[src/rtl/dbf_pkg.sv]
package dbf_pkg;

    localparam int unsigned SEL_W         = 4;
    localparam int unsigned LONGEST_UNITS = 256000;

    localparam logic [3:0] REGION_VIEW = 4'h5;
    localparam logic [3:0] REGION_SET  = 4'h6;
    localparam logic [3:0] REGION_CLR  = 4'h7;

    typedef struct packed {
        logic [SEL_W-1:0] sel;
        logic             en;
    } pin_cfg_t;

    // Non-linear period table in time units; out-of-range selects saturate.
    function automatic logic [31:0] period_units(input logic [SEL_W-1:0] sel);
        case (sel)
            4'd0:    period_units = 32'd500;
            4'd1:    period_units = 32'd1000;
            4'd2:    period_units = 32'd16000;
            4'd3:    period_units = 32'd32000;
            4'd4:    period_units = 32'd64000;
            4'd5:    period_units = 32'd128000;
            default: period_units = 32'(LONGEST_UNITS);
        endcase
    endfunction

endpackage

[src/rtl/dbf_tick_gen.sv]
module dbf_tick_gen #(
    parameter int unsigned TICK_DIV = 2
) (
    input  logic clk,
    input  logic rst_n,
    output logic tick
);

    generate
        if (TICK_DIV <= 1) begin : g_every
            assign tick = 1'b1;
        end else begin : g_div
            localparam int unsigned W = $clog2(TICK_DIV);

            typedef struct packed {
                logic [W-1:0] cnt;
            } tick_state_t;

            tick_state_t st_d, st_q;

            always_comb begin
                st_d = st_q;
                if (st_q.cnt == W'(TICK_DIV - 1)) st_d.cnt = '0;
                else                              st_d.cnt = st_q.cnt + 1'b1;
            end

            always_ff @(posedge clk or negedge rst_n) begin
                if (!rst_n) st_q <= '0;
                else        st_q <= st_d;
            end

            assign tick = (st_q.cnt == W'(TICK_DIV - 1));

            // ticks are spaced by the divider, never back to back
            p_tick_spacing_r5: assert property (@(posedge clk) disable iff (!rst_n)
                tick |=> !tick);
        end
    endgenerate

endmodule

[src/rtl/dbf_ctrl_regs.sv]
module dbf_ctrl_regs
    import dbf_pkg::*;
#(
    parameter int unsigned NUM_FILT = 6
) (
    input  logic                     clk,
    input  logic                     rst_n,
    input  logic                     bus_we,
    input  logic [11:0]              bus_addr,
    input  logic [31:0]              bus_wdata,
    output logic [31:0]              bus_rdata,
    output pin_cfg_t [NUM_FILT-1:0]  cfg_o,
    output logic [NUM_FILT-1:0]      reload_o
);

    localparam int unsigned WORD_W = 6;

    typedef struct packed {
        pin_cfg_t [NUM_FILT-1:0] cfg;
    } reg_state_t;

    reg_state_t          st_d, st_q;
    logic [WORD_W-1:0]   word_sel;
    logic                aligned;
    logic                wr_set, wr_clr, rd_view;
    logic [NUM_FILT-1:0] reload;
    logic [31:0]         rdata;
    logic                unused_wbits;

    assign word_sel = bus_addr[7:2];
    assign aligned  = (bus_addr[1:0] == 2'b00);
    assign wr_set   = bus_we && aligned && (bus_addr[11:8] == REGION_SET);
    assign wr_clr   = bus_we && aligned && (bus_addr[11:8] == REGION_CLR);
    assign rd_view  = aligned && (bus_addr[11:8] == REGION_VIEW);
    assign unused_wbits = ^bus_wdata;

    always_comb begin
        st_d   = st_q;
        reload = '0;
        for (int p = 0; p < int'(NUM_FILT); p++) begin
            if (word_sel == WORD_W'(p / 4)) begin
                if (wr_set) begin
                    st_d.cfg[p].en  = st_q.cfg[p].en  | bus_wdata[8*(p%4)];
                    st_d.cfg[p].sel = st_q.cfg[p].sel | bus_wdata[8*(p%4)+4 +: 4];
                    reload[p]       = bus_wdata[8*(p%4)+1];
                end else if (wr_clr) begin
                    st_d.cfg[p].en  = st_q.cfg[p].en  & ~bus_wdata[8*(p%4)];
                    st_d.cfg[p].sel = st_q.cfg[p].sel & ~bus_wdata[8*(p%4)+4 +: 4];
                end
            end
        end
    end

    always_comb begin
        rdata = '0;
        if (rd_view) begin
            for (int p = 0; p < int'(NUM_FILT); p++) begin
                if (word_sel == WORD_W'(p / 4))
                    rdata[8*(p%4) +: 8] = {st_q.cfg[p].sel, 3'b000, st_q.cfg[p].en};
            end
        end
    end

    always_ff @(posedge clk or negedge rst_n) begin
        if (!rst_n) st_q <= '0;
        else        st_q <= st_d;
    end

    assign bus_rdata = rdata;
    assign cfg_o     = st_q.cfg;
    assign reload_o  = reload;

    // a write to the read-only view leaves every stored field unchanged
    p_view_write_ignored_r2: assert property (@(posedge clk) disable iff (!rst_n)
        (bus_we && bus_addr[11:8] == REGION_VIEW) |=> $stable(st_q));

endmodule

[src/rtl/dbf_pin_filter.sv]
module dbf_pin_filter
    import dbf_pkg::*;
#(
    parameter int unsigned SCALE_SHIFT = 7
) (
    input  logic             clk,
    input  logic             rst_n,
    input  logic             tick,
    input  logic             sync_lvl,
    input  logic             level_mode,
    input  pin_cfg_t         cfg,
    input  logic             reload,
    output logic             filt_out
);

    localparam int unsigned MAX_TICKS = LONGEST_UNITS >> SCALE_SHIFT;
    localparam int unsigned CNT_W     = (MAX_TICKS > 1) ? $clog2(MAX_TICKS + 1) : 1;

    typedef struct packed {
        logic             out;
        logic [CNT_W-1:0] cnt;
    } filt_state_t;

    filt_state_t st_d, st_q;
    logic [31:0] period_ticks;
    logic        active;

    assign period_ticks = period_units(cfg.sel) >> SCALE_SHIFT;
    assign active       = cfg.en && level_mode && (period_ticks != 32'd0);

    always_comb begin
        st_d = st_q;
        if (reload || !active) begin
            st_d.out = sync_lvl;
            st_d.cnt = '0;
        end else if (sync_lvl == st_q.out) begin
            st_d.cnt = '0;
        end else if (tick) begin
            if ((32'(st_q.cnt) + 32'd1) >= period_ticks) begin
                st_d.out = sync_lvl;
                st_d.cnt = '0;
            end else begin
                st_d.cnt = st_q.cnt + 1'b1;
            end
        end
    end

    always_ff @(posedge clk or negedge rst_n) begin
        if (!rst_n) st_q <= '0;
        else        st_q <= st_d;
    end

    assign filt_out = active ? st_q.out : sync_lvl;

    // an active filter moves its output only on a prescaler tick
    p_move_on_tick_r6: assert property (@(posedge clk) disable iff (!rst_n)
        (active && !reload && !tick) |=> $stable(st_q.out));

    // an input matching the output keeps the count at zero
    p_match_restarts_r7: assert property (@(posedge clk) disable iff (!rst_n)
        (sync_lvl == st_q.out) |=> (st_q.cnt == '0));

    // a reload clears the counter and copies the input at the same edge
    p_reload_r8: assert property (@(posedge clk) disable iff (!rst_n)
        reload |=> (st_q.cnt == '0 && st_q.out == $past(sync_lvl)));

    // an idle filter keeps tracking its input
    p_idle_track_r4: assert property (@(posedge clk) disable iff (!rst_n)
        !active |=> (st_q.out == $past(sync_lvl)));

endmodule

[src/rtl/pin_debounce_bank.sv]
module pin_debounce_bank
    import dbf_pkg::*;
#(
    parameter int unsigned NUM_PINS    = 8,
    parameter int unsigned NUM_FILT    = 6,
    parameter int unsigned TICK_DIV    = 2,
    parameter int unsigned SCALE_SHIFT = 7
) (
    input  logic                clk,
    input  logic                rst_n,
    input  logic                bus_we,
    input  logic [11:0]         bus_addr,
    input  logic [31:0]         bus_wdata,
    output logic [31:0]         bus_rdata,
    input  logic [NUM_PINS-1:0] pin_raw,
    input  logic [NUM_PINS-1:0] pin_level_mode,
    output logic [NUM_PINS-1:0] pin_filt
);

    typedef struct packed {
        logic [NUM_PINS-1:0] s1;
        logic [NUM_PINS-1:0] s2;
    } sync_state_t;

    sync_state_t             sync_d, sync_q;
    logic                    tick;
    pin_cfg_t [NUM_FILT-1:0] cfg;
    logic [NUM_FILT-1:0]     reload;
    logic                    unused_modes;

    always_comb begin
        sync_d    = sync_q;
        sync_d.s1 = pin_raw;
        sync_d.s2 = sync_q.s1;
    end

    always_ff @(posedge clk or negedge rst_n) begin
        if (!rst_n) sync_q <= '0;
        else        sync_q <= sync_d;
    end

    dbf_tick_gen #(.TICK_DIV(TICK_DIV)) tick_i (
        .clk   (clk),
        .rst_n (rst_n),
        .tick  (tick)
    );

    dbf_ctrl_regs #(.NUM_FILT(NUM_FILT)) regs_i (
        .clk       (clk),
        .rst_n     (rst_n),
        .bus_we    (bus_we),
        .bus_addr  (bus_addr),
        .bus_wdata (bus_wdata),
        .bus_rdata (bus_rdata),
        .cfg_o     (cfg),
        .reload_o  (reload)
    );

    assign unused_modes = ^pin_level_mode;

    generate
        for (genvar p = 0; p < int'(NUM_PINS); p++) begin : g_pin
            if (p < int'(NUM_FILT)) begin : g_filt
                dbf_pin_filter #(.SCALE_SHIFT(SCALE_SHIFT)) filt_i (
                    .clk        (clk),
                    .rst_n      (rst_n),
                    .tick       (tick),
                    .sync_lvl   (sync_q.s2[p]),
                    .level_mode (pin_level_mode[p]),
                    .cfg        (cfg[p]),
                    .reload     (reload[p]),
                    .filt_out   (pin_filt[p])
                );
            end else begin : g_pass
                assign pin_filt[p] = sync_q.s2[p];

                // unfiltered pins show the first stage one edge later
                p_unfiltered_follow_r3: assert property (@(posedge clk) disable iff (!rst_n)
                    1'b1 |=> (pin_filt[p] == $past(sync_q.s1[p])));
            end
        end
    endgenerate

endmodule

[config.mk]
export PLATFORM = sky130hd
export DESIGN_NAME = pin_debounce_bank
export DESIGN_NICKNAME = d
export VERILOG_FILES = /design/src/rtl/dbf_pkg.sv /design/src/rtl/dbf_tick_gen.sv /design/src/rtl/dbf_ctrl_regs.sv /design/src/rtl/dbf_pin_filter.sv /design/src/rtl/pin_debounce_bank.sv
export SDC_FILE = /design/constraint.sdc
export NUM_CORES = 1
export LEC_CHECK = 0
export ABC_AREA = 1
export BUFFER_PORTS_ARGS = -buffer_cell sky130_fd_sc_hd__buf_2
export CORE_MARGIN = 3
export CORE_UTILIZATION = 51
export DETAILED_ROUTE_END_ITERATION = 10
export PLACE_DENSITY = 0.71
export SYNTH_ARGS = -nofsm -noshare
export SYNTH_HDL_FRONTEND = slang
export SYNTH_SLANG_ARGS = --single-unit
export TNS_END_PERCENT = 1
[constraint.sdc]
create_clock -name clk -period 6.25 [get_ports clk]
set_clock_uncertainty 0.2 [all_clocks]
set_input_delay 0.9375 -clock clk [delete_from_list [all_inputs] [get_ports clk]]
set_output_delay 0.9375 -clock clk [all_outputs]
set_load 0.02 [all_outputs]
# Yosys cells after proc, flatten, opt, wreduce, memory -nomap -nowiden
# Cells that the tools add are included.
[classes] n_addsub=13 n_lt_le_gt_ge=6 eq_ne=46 mux=78 bitwise=32 n_reduce_logical=69
[ops] op="$pmux W18 S6" count=6
[ops] op="$ge A32 B11 Y1" count=6
[ops] op="$reduce_bool A32 Y1" count=6
[ops] op="$mux W12" count=12
[ops] op="$mux W11" count=12
[ops] op="$add A11 B1 Y12 const B" count=6
[ops] op="$add A11 B1 Y11 const B" count=6
[ops] op="$eq A4 B3 Y1 const B" count=15
[ops] op="$mux W5" count=12
[ops] op="$eq A4 B2 Y1 const B" count=12
[ops] op="$mux W8" count=6
[ops] op="$mux W32" count=1
[ops] op="$mux W1" count=29
[ops] op="$reduce_bool A2 Y1" count=13
[ops] op="$and A4 B4 Y4" count=6
[ops] op="$eq A4 B1 Y1 const B" count=6
[ops] op="$logic_not A4 Y1" count=6
[ops] op="$or A4 B4 Y4" count=6
[ops] op="$reduce_and A3 Y1" count=6
[ops] op="$reduce_bool A3 Y1" count=6
[ops] op="$logic_and A1 B1 Y1" count=16
[ops] op="$not A4 Y4" count=4
[ops] op="$ne A2 B1 Y1 const B" count=6
[ops] op="$and A1 B1 Y1" count=6
[ops] op="10 further kinds" count=34
[totals] regBits=119 in_bits=63 output_inout_bits=40

# Depth between registers and ports, before layout
# Gate-level depths: netlist of the first run.
[depth] word_depth=8 mapped_depth=22 mapped_depth_nobuf=22

# By module
# From an unflattened synthesis of the first run, not the netlist that was laid out.
[unflattened] cells_unflattened=1418 area_unflattened_um2=9659.3
[modules_own_cells] module="dbf_pin_filter" instances=6 cells_per_inst=189 area_per_inst_um2=1222.4 seq_area_each_um2=300.3
[modules_own_cells] module="dbf_ctrl_regs" instances=1 cells_per_inst=264 area_per_inst_um2=1880.6 seq_area_each_um2=750.7
[modules_own_cells] module="pin_debounce_bank" instances=1 cells_per_inst=18 area_per_inst_um2=415.4 seq_area_each_um2=400.4
[modules_own_cells] module="dbf_tick_gen" instances=1 cells_per_inst=2 area_per_inst_um2=28.8 seq_area_each_um2=25.0

# Worst setup path before layout of the first run
# OpenSTA, ideal clock, no wires.
[synth_timing] kind="input to output" start="in bus_addr[5]" end="out bus_rdata[0]" t_arrival_ns=2.040 required_ns=5.112 path_slack_ns=3.073 path_stages=6 cell_sequence="nor2_2 -> nand2_2 -> nor2_1 -> clkbuf_1 -> nand2_1 -> a21oi_1"
[synth_between] elab_chain_cells=4
[synth_lines] element="start: declaration" line="pin_debounce_bank.sv:12" text="input logic [11:0] bus_addr,"
[synth_lines] element="$logic_not A6 Y1" line="dbf_ctrl_regs.sv:58" text="if (word_sel == WORD_W'(p / 4))"
[synth_lines] element="$mux W8" line="dbf_ctrl_regs.sv:58"
[synth_lines] element="$mux W8 (*)" line="dbf_ctrl_regs.sv:58"
[synth_lines] element="$mux W32 (*)" line="dbf_ctrl_regs.sv:56" text="if (rd_view) begin"
[synth_lines] element="end: declaration" line="pin_debounce_bank.sv:14" text="output logic [31:0] bus_rdata,"
# Every way passes the cells marked *; elsewhere a longest branch is shown, timed or not.

# Worst setup path after layout of the first run
[layout_timing] start="in bus_addr[8]" end="out bus_rdata[6]"
[layout_between] elab_chain_cells=3
[layout_lines] element="$eq A4 B3 Y1" line="dbf_ctrl_regs.sv:34" text="assign rd_view = aligned && (bus_addr[11:8] == REGION_VIEW);"
[layout_lines] element="$logic_and A1 B1 Y1" line="dbf_ctrl_regs.sv:34"
[layout_lines] element="$mux W32" line="dbf_ctrl_regs.sv:56"
# No other way between the ends.

==> impl_metrics.xml, run 1 <==
<?xml version="1.0" encoding="UTF-8"?>
<metrics>
  <group name="grt">
    <metric name="maximum_number_of_pins_on_one_net_before_global_route_repair" unit="">70</metric>
    <metric name="grt_util_all_layers" unit="">0.2209</metric>
    <metric name="grt-ovfl-total" unit="">0</metric>
    <metric name="first_global_vias" unit="">7788</metric>
    <metric name="antenna_found_initial" unit="">0</metric>
    <metric name="grt_first_pass_wirelength" unit="mm">35.54</metric>
  </group>
  <group name="sta">
    <metric name="post-route-worst-setup-slack" unit="ns">2.115</metric>
    <metric name="hold_violations" unit="">0</metric>
    <metric name="hold_slack" unit="ns">0.1452</metric>
    <metric name="fmax" unit="MHz">241.8</metric>
    <metric name="measured_slew_at_the_worst_slew_check_pin" unit="ns">1.134</metric>
    <metric name="finalCritPeriodShare" unit="">0.6616</metric>
    <metric name="setup_repair_after_global_routing_missed_its_margin" unit="">no</metric>
    <metric name="max_slew_violations" unit="">0</metric>
    <metric name="worst_slew_margin_relative_to_its_limit" unit="">0.2416</metric>
    <metric name="setup-violations-final" unit="">0</metric>
    <metric name="min_period" unit="ns">4.135</metric>
    <metric name="totalNegativeSetupSlack" unit="ns">0</metric>
  </group>
  <group name="floorplanning">
    <metric name="die_width" unit="um">138.2</metric>
    <metric name="ios" unit="">103</metric>
    <metric name="floorplan.die.height" unit="um">138.2</metric>
    <metric name="design.die.area" unit="um2">19100</metric>
    <metric name="number_of_placement_rows" unit="">47</metric>
    <metric name="start_util" unit="">0.5298</metric>
    <metric name="core_area" unit="um2">16820</metric>
  </group>
  <group name="clocking">
    <metric name="ctsRootBufferMaster" unit="">sky130_fd_sc_hd__clkbuf_16</metric>
    <metric name="cts_inserted_buffers" unit="">17</metric>
    <metric name="path_clk_slew" unit="ns">0.05</metric>
    <metric name="holdBufCountCts" unit="">0</metric>
    <metric name="h_tree_depth" unit="">4</metric>
    <metric name="cts_buffer_depth" unit="">2</metric>
    <metric name="cts-resized-gates" unit="">0</metric>
    <metric name="tritoncts" unit="">done</metric>
    <metric name="clk_latency" unit="ns">0.43</metric>
    <metric name="cts.repair_timing.setup_buffer_count" unit="">0</metric>
    <metric name="tritoncts_num_sinks" unit="">119</metric>
  </group>
  <group name="layout">
    <metric name="fillCellCount" unit="">1601</metric>
    <metric name="ratio_of_cells_with_drive_above_1_in_the_final_layout" unit="">0.09238</metric>
    <metric name="layout.nets" unit="">1486</metric>
    <metric name="diodes" unit="">0</metric>
    <metric name="final_design_utilization" unit="">0.5904</metric>
    <metric name="layout.cell_area.non_filler" unit="um2">9930</metric>
    <metric name="post_layout_nonfiller_instances" unit="">1584</metric>
    <metric name="area.growth.synth_to_final" unit="%">11.43</metric>
  </group>
  <group name="logic_synthesis">
    <metric name="synth_top_cell_by_area" unit="">sky130_fd_sc_hd__dfrtp_1</metric>
    <metric name="async_reset_ff_frac" unit="">1.000</metric>
    <metric name="synthFlopType" unit="">sky130_fd_sc_hd__dfrtp_1</metric>
    <metric name="synth_seq_cells" unit="">119</metric>
    <metric name="ys.warnings.count" unit="">0</metric>
    <metric name="share_of_yosys_cell_area_claimed_by_the_top_area_cell_type" unit="">0.3342</metric>
    <metric name="synth_seq_area_share" unit="">0.3342</metric>
    <metric name="post_synth_most_frequent_cells" unit="">sky130_fd_sc_hd__nand2_1, sky130_fd_sc_hd__inv_1, sky130_fd_sc_hd__nor2_1</metric>
    <metric name="postSynthCellCount" unit="">1291</metric>
    <metric name="mappedNetlistArea" unit="um2">8911</metric>
    <metric name="yosys.cell_types.count" unit="">34</metric>
    <metric name="yosys.cell_count.top_type" unit="">sky130_fd_sc_hd__nand2_1</metric>
    <metric name="synth_edf_count" unit="">0</metric>
    <metric name="netlist_top_cells_area" unit="">sky130_fd_sc_hd__dfrtp_1, sky130_fd_sc_hd__nand2_1, sky130_fd_sc_hd__ha_1</metric>
    <metric name="syn_avg_cell_area" unit="um2">6.902</metric>
  </group>
  <group name="placement">
    <metric name="placedCellCount" unit="">1552</metric>
    <metric name="placed_area" unit="um2">9343</metric>
    <metric name="pre_cts_ws" unit="ns">2.162</metric>
    <metric name="place.detailed.hpwl" unit="mm">15.97</metric>
    <metric name="gp_congestion" unit="">0.8524</metric>
    <metric name="port-buffer-count" unit="">80</metric>
  </group>
  <group name="worst_setup_path">
    <metric name="timing.reg2reg.worst_path_depth" unit="">11</metric>
    <metric name="reg2reg_setup_slack" unit="ns">3.17</metric>
    <metric name="critical-path-top-delay-family" unit="">simple AND/OR/NAND/NOR gates</metric>
    <metric name="cp_data_required_time" unit="ns">5.11</metric>
    <metric name="critical_path_arrival" unit="ns">3.00</metric>
    <metric name="worstPathMaxFanout" unit="">20</metric>
    <metric name="cp.depth" unit="">4</metric>
    <metric name="crit_end_category" unit="">output port</metric>
    <metric name="capture_instance_of_the_worst_register_to_register_path" unit="">g_pin[5].g_filt.filt_i.st_q[6]$_DFFE_PN0P_</metric>
    <metric name="crit_path_top_delay_cell" unit="">sky130_fd_sc_hd__nand4_1</metric>
    <metric name="slowest_delay" unit="ns">0.94</metric>
    <metric name="path_cells" unit="">buf_2 &gt; nand4_1 &gt; a21oi_1 &gt; buf_2</metric>
    <metric name="critical_path.reg2reg.startpoint" unit="">g_pin[5].g_filt.filt_i.st_q[0]$_DFFE_PN0P_</metric>
    <metric name="worst_path_most_repeated_cell" unit="">sky130_fd_sc_hd__buf_2</metric>
    <metric name="timing_worst_setup_path_type" unit="">in -&gt; out</metric>
    <metric name="critPathLaunchType" unit="">input port</metric>
    <metric name="critical_path_buf_inv_count" unit="">2</metric>
  </group>
  <group name="routing">
    <metric name="first_pass_iters" unit="">5</metric>
    <metric name="antenna_left" unit="">0</metric>
    <metric name="drc_errors" unit="">0</metric>
    <metric name="detail_route.iter0.violations" unit="">418</metric>
    <metric name="avgRoutedWirePerCell" unit="um">13.21</metric>
    <metric name="num_vias" unit="">8121</metric>
    <metric name="drt_wl_total" unit="mm">20.93</metric>
    <metric name="vias_per_cell" unit="">5.127</metric>
  </group>
  <group name="run_status">
    <metric name="outcome" unit="">finished clean</metric>
  </group>
  <group name="pwr">
    <metric name="power.total" unit="mW">1.873</metric>
    <metric name="power.density_cell_area" unit="nW/um2">188.6</metric>
    <metric name="cellLeakagePower" unit="nW">5.239</metric>
    <metric name="vdd_drop_max" unit="uV">207.5</metric>
  </group>
  <group name="worst_hold_path">
    <metric name="hp-class" unit="">reg -&gt; reg</metric>
    <metric name="end_point_of_the_most_critical_hold_path" unit="">pin_filt[6]$_DFF_PN0_</metric>
    <metric name="hold_depth" unit="">0</metric>
    <metric name="hold_path_startpoint" unit="">sync_d[6]$_DFF_PN0_</metric>
  </group>
  <group name="flow_run">
    <metric name="cap_violations" unit="">0</metric>
  </group>
</metrics>
==> where the power goes <==
| part | switching, mW | total, mW | internal (mW) |
|---|---|---|---|
| Clock | 0.353 | 0.979 | 0.625 |
| Combinational | 0.0761 | 0.108 | 0.0315 |
| Sequential | 0.00676 | 0.786 | 0.780 |
==> routing by layer <==
| metal | vias to the layer above | global-route usage | part of all wire |
|---|---|---|---|
| met2 | 187 | 0.3798 | 0.48 |
| met1 | 3703 | 0.2871 | 0.46 |
| met3 | 26 | 0.03695 | 0.045 |
| met5 | - | 0 | 0 |
| met4 | 0 | 0.06656 | 0.017 |
| li1 | 4205 | - | - |
==> worst max path at each step <==
stage	end	start	slack (ns)
floorplan	bus_rdata[0]	bus_addr[5]	3.07
global placement	bus_rdata[6]	bus_addr[8]	2.20
detailed placement	bus_rdata[0]	bus_addr[8]	2.16
CTS	bus_rdata[0]	bus_addr[8]	2.17
global route	bus_rdata[6]	bus_addr[8]	2.02
finish	bus_rdata[6]	bus_addr[8]	2.11
==> layout make-up <==
cell class / instances / area, um2 / area share
well taps: 220 / 275.3 / 0.02772
clock inverters: 8 / 95.09 / 0.009577
inverters: 174 / 653.1 / 0.06578
multi-input cells: 958 / 5026 / 0.5062
repair buffers: 81 / 410.4 / 0.04133
clock buffers: 24 / 491.7 / 0.04952
flip-flops and latches: 119 / 2978 / 0.2999
==> cells in the final DEF, fill, tap and decap left out <==
cell,n
sky130_fd_sc_hd__a211oi_1,2
sky130_fd_sc_hd__a21oi_1,50
sky130_fd_sc_hd__and2_1,6
sky130_fd_sc_hd__buf_2,79
sky130_fd_sc_hd__buf_4,2
sky130_fd_sc_hd__bufinv_16,2
sky130_fd_sc_hd__clkbuf_1,3
sky130_fd_sc_hd__clkbuf_16,17
sky130_fd_sc_hd__clkbuf_8,4
sky130_fd_sc_hd__clkinv_2,4
sky130_fd_sc_hd__clkinvlp_4,2
sky130_fd_sc_hd__conb_1,12
sky130_fd_sc_hd__dfrtp_1,119
sky130_fd_sc_hd__ha_1,72
sky130_fd_sc_hd__inv_1,171
sky130_fd_sc_hd__inv_2,3
sky130_fd_sc_hd__mux2_2,1
sky130_fd_sc_hd__nand2_1,382
sky130_fd_sc_hd__nand2_2,2
sky130_fd_sc_hd__nand3_1,42
sky130_fd_sc_hd__nand3_2,1
sky130_fd_sc_hd__nand4_1,33
sky130_fd_sc_hd__nand4_2,1
sky130_fd_sc_hd__nor2_1,143
sky130_fd_sc_hd__nor2_2,4
sky130_fd_sc_hd__nor2_4,3
sky130_fd_sc_hd__nor3_1,23
sky130_fd_sc_hd__nor3_2,1
sky130_fd_sc_hd__nor4_1,3
sky130_fd_sc_hd__o211ai_1,6
sky130_fd_sc_hd__o21a_1,1
sky130_fd_sc_hd__o21ai_0,89
sky130_fd_sc_hd__o21ai_1,15
sky130_fd_sc_hd__o21bai_1,6
sky130_fd_sc_hd__or3_1,1
sky130_fd_sc_hd__xnor2_1,29
sky130_fd_sc_hd__xor2_1,30
==> logic make-up (layout without fill, tap and decap cells) <==
kind of cell,after synthesis,count (layout),synth area share
flops,119,119,0.3342
other cells,1,12,0.0004208
compound gates,169,169,0.09913
xor+xnor,59,59,0.05799
simple gates,645,645,0.2995
mux,1,1,0.001264
fa+ha+maj,72,72,0.1011
buf+inv,225,287,0.1064
==> worst reg2reg max path: cells and delay by family, from the launching register on <==
family / cells / cell delay [ns]
flops: 1 / 0.40
fa+ha+maj: 2 / 0.54
compound gates: 2 / 0.41
buf+inv: 2 / 0.14
simple gates: 4 / 1.00
xor+xnor: 1 / 0.31
(Power assumes the default switching activity.)
==> run 2: changes to the inputs <==
ABC_AREA = 0   (was 1)
PLACE_DENSITY = 0.74   (was 0.71)
clock period = 3.4 ns   (was 6.25 ns; I/O delays follow)
==> run 2 against run 1 <==
  * Register-to-register slack got worse by 3.0 ns
  * Combinational power is 64% higher
  * Worst setup slack worse by 1.9 ns
  * Critical path type is now reg -> reg
  * Largest power group unchanged
  * Sequential share of layout area rose by 0.53 points
  * Via count fell by 9.4%
  * Critical endpoint is now g_pin[2].g_filt.filt_i.st_q[11]$_DFFE_PN0P_
  * Synthesized cell count fell by 24%
  * First-iteration DRC count grew 24%
  * Synthesized area down 5.0%
  * Non-clock buffer count grew 43
  * Critical path depth is 8 higher
==> impl_metrics.xml, run 2 <==
<?xml version="1.0" encoding="UTF-8"?>
<metrics>
  <group name="run_status">
    <metric name="outcome" unit="">finished clean</metric>
  </group>
  <group name="logic_synthesis">
    <metric name="syn_avg_cell_area" unit="um2">8.653</metric>
    <metric name="synth_edf_count" unit="">0</metric>
    <metric name="synth_seq_cells" unit="">119</metric>
    <metric name="yosys.cell_count.top_type" unit="">sky130_fd_sc_hd__nand2_1</metric>
    <metric name="synth_seq_area_share" unit="">0.3519</metric>
    <metric name="netlist_top_cells_area" unit="">sky130_fd_sc_hd__dfrtp_1, sky130_fd_sc_hd__ha_1, sky130_fd_sc_hd__nand2_1</metric>
    <metric name="postSynthCellCount" unit="">978</metric>
    <metric name="synth_top_cell_by_area" unit="">sky130_fd_sc_hd__dfrtp_1</metric>
    <metric name="ys.warnings.count" unit="">0</metric>
    <metric name="synthFlopType" unit="">sky130_fd_sc_hd__dfrtp_1</metric>
    <metric name="post_synth_most_frequent_cells" unit="">sky130_fd_sc_hd__nand2_1, sky130_fd_sc_hd__dfrtp_1, sky130_fd_sc_hd__ha_1</metric>
    <metric name="mappedNetlistArea" unit="um2">8463</metric>
    <metric name="yosys.cell_types.count" unit="">58</metric>
    <metric name="async_reset_ff_frac" unit="">1.000</metric>
    <metric name="share_of_yosys_cell_area_claimed_by_the_top_area_cell_type" unit="">0.3519</metric>
  </group>
  <group name="routing">
    <metric name="detail_route.iter0.violations" unit="">520</metric>
    <metric name="drt_wl_total" unit="mm">20.05</metric>
    <metric name="m1WireLength" unit="mm">9.359</metric>
    <metric name="routed_length_on_met2" unit="mm">9.516</metric>
    <metric name="highest-signal-layer" unit="">met4</metric>
    <metric name="met3WireLength" unit="um">650</metric>
    <metric name="antenna_left" unit="">0</metric>
    <metric name="num_vias" unit="">7361</metric>
    <metric name="first_pass_iters" unit="">5</metric>
    <metric name="drc_errors" unit="">0</metric>
    <metric name="vias_per_cell" unit="">5.724</metric>
    <metric name="avgRoutedWirePerCell" unit="um">15.59</metric>
  </group>
  <group name="grt">
    <metric name="grt_first_pass_wirelength" unit="mm">32.98</metric>
    <metric name="grt-ovfl-total" unit="">0</metric>
    <metric name="first_global_vias" unit="">6884</metric>
    <metric name="grt_util_all_layers" unit="">0.2235</metric>
    <metric name="antenna_found_initial" unit="">0</metric>
    <metric name="maximum_number_of_pins_on_one_net_before_global_route_repair" unit="">51</metric>
  </group>
  <group name="pwr">
    <metric name="power.density_cell_area" unit="nW/um2">337.0</metric>
    <metric name="cellLeakagePower" unit="nW">4.343</metric>
    <metric name="vdd_drop_max" unit="uV">360.5</metric>
    <metric name="power.total" unit="mW">3.290</metric>
  </group>
  <group name="sta">
    <metric name="hold_violations" unit="">0</metric>
    <metric name="max_slew_violations" unit="">0</metric>
    <metric name="finalCritPeriodShare" unit="">0.9485</metric>
    <metric name="totalNegativeSetupSlack" unit="ns">0</metric>
    <metric name="setup_repair_after_global_routing_missed_its_margin" unit="">no</metric>
    <metric name="worst_slew_margin_relative_to_its_limit" unit="">0.1909</metric>
    <metric name="fmax" unit="MHz">310.1</metric>
    <metric name="min_period" unit="ns">3.225</metric>
    <metric name="measured_slew_at_the_worst_slew_check_pin" unit="ns">1.203</metric>
    <metric name="setup-violations-final" unit="">0</metric>
  </group>
  <group name="clocking">
    <metric name="cts_buffer_depth" unit="">2</metric>
    <metric name="tritoncts" unit="">done</metric>
    <metric name="tritoncts_num_sinks" unit="">119</metric>
    <metric name="ctsRootBufferMaster" unit="">sky130_fd_sc_hd__clkbuf_16</metric>
    <metric name="path_clk_slew" unit="ns">0.06</metric>
    <metric name="cts_inserted_buffers" unit="">17</metric>
    <metric name="h_tree_depth" unit="">4</metric>
    <metric name="clk_latency" unit="ns">0.43</metric>
  </group>
  <group name="layout">
    <metric name="ratio_of_cells_with_drive_above_1_in_the_final_layout" unit="">0.1645</metric>
    <metric name="final_design_utilization" unit="">0.6079</metric>
    <metric name="layout.nets" unit="">1192</metric>
    <metric name="diodes" unit="">0</metric>
    <metric name="mostFrequentLayoutCells" unit="">sky130_fd_sc_hd__nand2_1, sky130_fd_sc_hd__dfrtp_1, sky130_fd_sc_hd__buf_2</metric>
    <metric name="fillCellCount" unit="">1370</metric>
    <metric name="area.growth.synth_to_final" unit="%">15.35</metric>
    <metric name="final_common_cell" unit="">sky130_fd_sc_hd__nand2_1</metric>
  </group>
  <group name="placement">
    <metric name="place.detailed.hpwl" unit="mm">14.55</metric>
    <metric name="port-buffer-count" unit="">80</metric>
    <metric name="gp_congestion" unit="">0.8808</metric>
  </group>
  <group name="worst_hold_path">
    <metric name="hold_path_startpoint" unit="">pin_raw[0]</metric>
    <metric name="hp-class" unit="">in -&gt; reg</metric>
  </group>
  <group name="worst_setup_path">
    <metric name="startpoint" unit="">g_pin[2].g_filt.filt_i.st_q[0]$_DFFE_PN0P_</metric>
    <metric name="critical_path.reg2reg.startpoint" unit="">g_pin[2].g_filt.filt_i.st_q[0]$_DFFE_PN0P_</metric>
    <metric name="slowest_delay" unit="ns">0.40</metric>
    <metric name="critical-path-top-delay-family" unit="">simple AND/OR/NAND/NOR gates</metric>
    <metric name="critPathLaunchType" unit="">flop</metric>
    <metric name="timing_worst_setup_path_type" unit="">reg -&gt; reg</metric>
    <metric name="path_cells" unit="">and3_1 &gt; and3_1 &gt; nand3_1 &gt; nor2_1 &gt; xor2_1 &gt; ha_1 &gt; a211oi_2 &gt; o211ai_1 &gt; a2111oi_2 &gt; buf_4 &gt; nor2_1 &gt; mux2_2</metric>
    <metric name="critical_path_buf_inv_count" unit="">1</metric>
    <metric name="crit_end_category" unit="">flop</metric>
    <metric name="worstPathMaxFanout" unit="">5</metric>
    <metric name="cp_data_required_time" unit="ns">3.51</metric>
    <metric name="critical_path_arrival" unit="ns">3.34</metric>
    <metric name="crit_path_top_delay_cell" unit="">sky130_fd_sc_hd__dfrtp_1</metric>
  </group>
  <group name="floorplanning">
    <metric name="ios" unit="">103</metric>
    <metric name="design.die.area" unit="um2">18180</metric>
    <metric name="floorplan.die.height" unit="um">134.8</metric>
    <metric name="core_area" unit="um2">16060</metric>
    <metric name="die_width" unit="um">134.8</metric>
    <metric name="number_of_placement_rows" unit="">46</metric>
    <metric name="start_util" unit="">0.5270</metric>
  </group>
  <group name="flow_run">
    <metric name="cap_violations" unit="">0</metric>
  </group>
</metrics>
run 2: cell types whose count changed after synthesis, moves of 24 or more:
cell / before / now
sky130_fd_sc_hd__nand2_1: 382 / 139
sky130_fd_sc_hd__a21oi_1: 50 / 26
sky130_fd_sc_hd__clkbuf_1: 22 / 52
sky130_fd_sc_hd__nor2_1: 143 / 49
sky130_fd_sc_hd__inv_1: 171 / 34
sky130_fd_sc_hd__o21ai_0: 89 / 62
sky130_fd_sc_hd__a31oi_1: 0 / 24
run 2: cells by family after synthesis:
| family | after synthesis | synth area share |
|---|---|---|
| other cells | 1 | 0.0004431 |
| simple gates | 369 | 0.2129 |
| compound gates | 230 | 0.1870 |
| buf+inv | 109 | 0.05677 |
| mux | 14 | 0.01833 |
| fa+ha+maj | 72 | 0.1064 |
| xor+xnor | 64 | 0.06623 |
| flops | 119 | 0.3519 |
run 2: worst paths after layout:
kind,to,slack [ns],cells after the start
max,g_pin[2].g_filt.filt_i.st_q[11]$_DFFE_PN0P_,0.18,12
min in group asynchronous,g_pin[4].g_filt.filt_i.st_q[8]$_DFFE_PN0P_,0.42,2
max reg2reg,g_pin[2].g_filt.filt_i.st_q[11]$_DFFE_PN0P_,0.18,12
min,sync_d[0]$_DFF_PN0_,0.01,1
max in group asynchronous,g_pin[0].g_filt.filt_i.st_q[1]$_DFFE_PN0P_,1.74,3
min reg2reg,sync_q[0]$_DFF_PN0_,0.15,0
run 2: cell type report:
class                      count  area (um2)  area share
clock buffer                  17       425.4     0.04358
clock inverter                15       121.4     0.01243
inverter                      34       127.6     0.01307
multi-input combinational    761        5075      0.5199
sequential                   119        2979      0.3052
tap                          216       270.3     0.02769
timing repair buffer         124       763.2     0.07819
run 2: where the power goes:
group / internal, mW / switching, mW
clock: 0.945 / 0.725
sequential: 1.43 / 0.0123
combinational: 0.0615 / 0.115
total: 2.44 / 0.852
run 2: per-stage QoR:
| stage | std cells | setup WS (ns) | hold WS (ns) | cell area (um2) |
|---|---|---|---|---|
| 6_report | 1286 | 0.1753 | 0.01295 | 9762 |
| 2_1_floorplan | 989 | 0.07050 | 0.01441 | 8504 |
| 3_3_place_gp | 1241 | 0.2200 | 0.1313 | 9070 |
| 3_5_place_dp | 1241 | 0.1935 | 0.1362 | 9070 |
| 5_1_grt | 1286 | 0.004762 | 0.006954 | 9762 |
| 4_1_cts | 1281 | 0.1478 | 0.0007878 | 9697 |
run 2: repair_timing:
item | 4_1_cts | 5_1_grt
endpoints found under the setup margin | 0 | 16
resized for setup | 0 | 8
hold buffers | 8 | 0
setup buffers | 0 | 4
hold endpoints to repair | 44 | 0
run 2: metal layers:
layer / vias to the layer above / GRT usage
met5: - / 0
met4: 0 / 0.08145
met3: 37 / 0.03502
met2: 150 / 0.3635
met1: 3486 / 0.3037
li1: 3688 / -
run 2: worst register-to-register path: cells and delay by family (launching register included):
kind	cells	cell delay, ns
muxes	1	0.30
xor gates and xnor gates	1	0.24
adders and majority gates	1	0.31
DFF	1	0.40
buffers and inverters	1	0.20
and+or+nand+nor	5	0.75
AOI/OAI and AO/OA	3	0.70
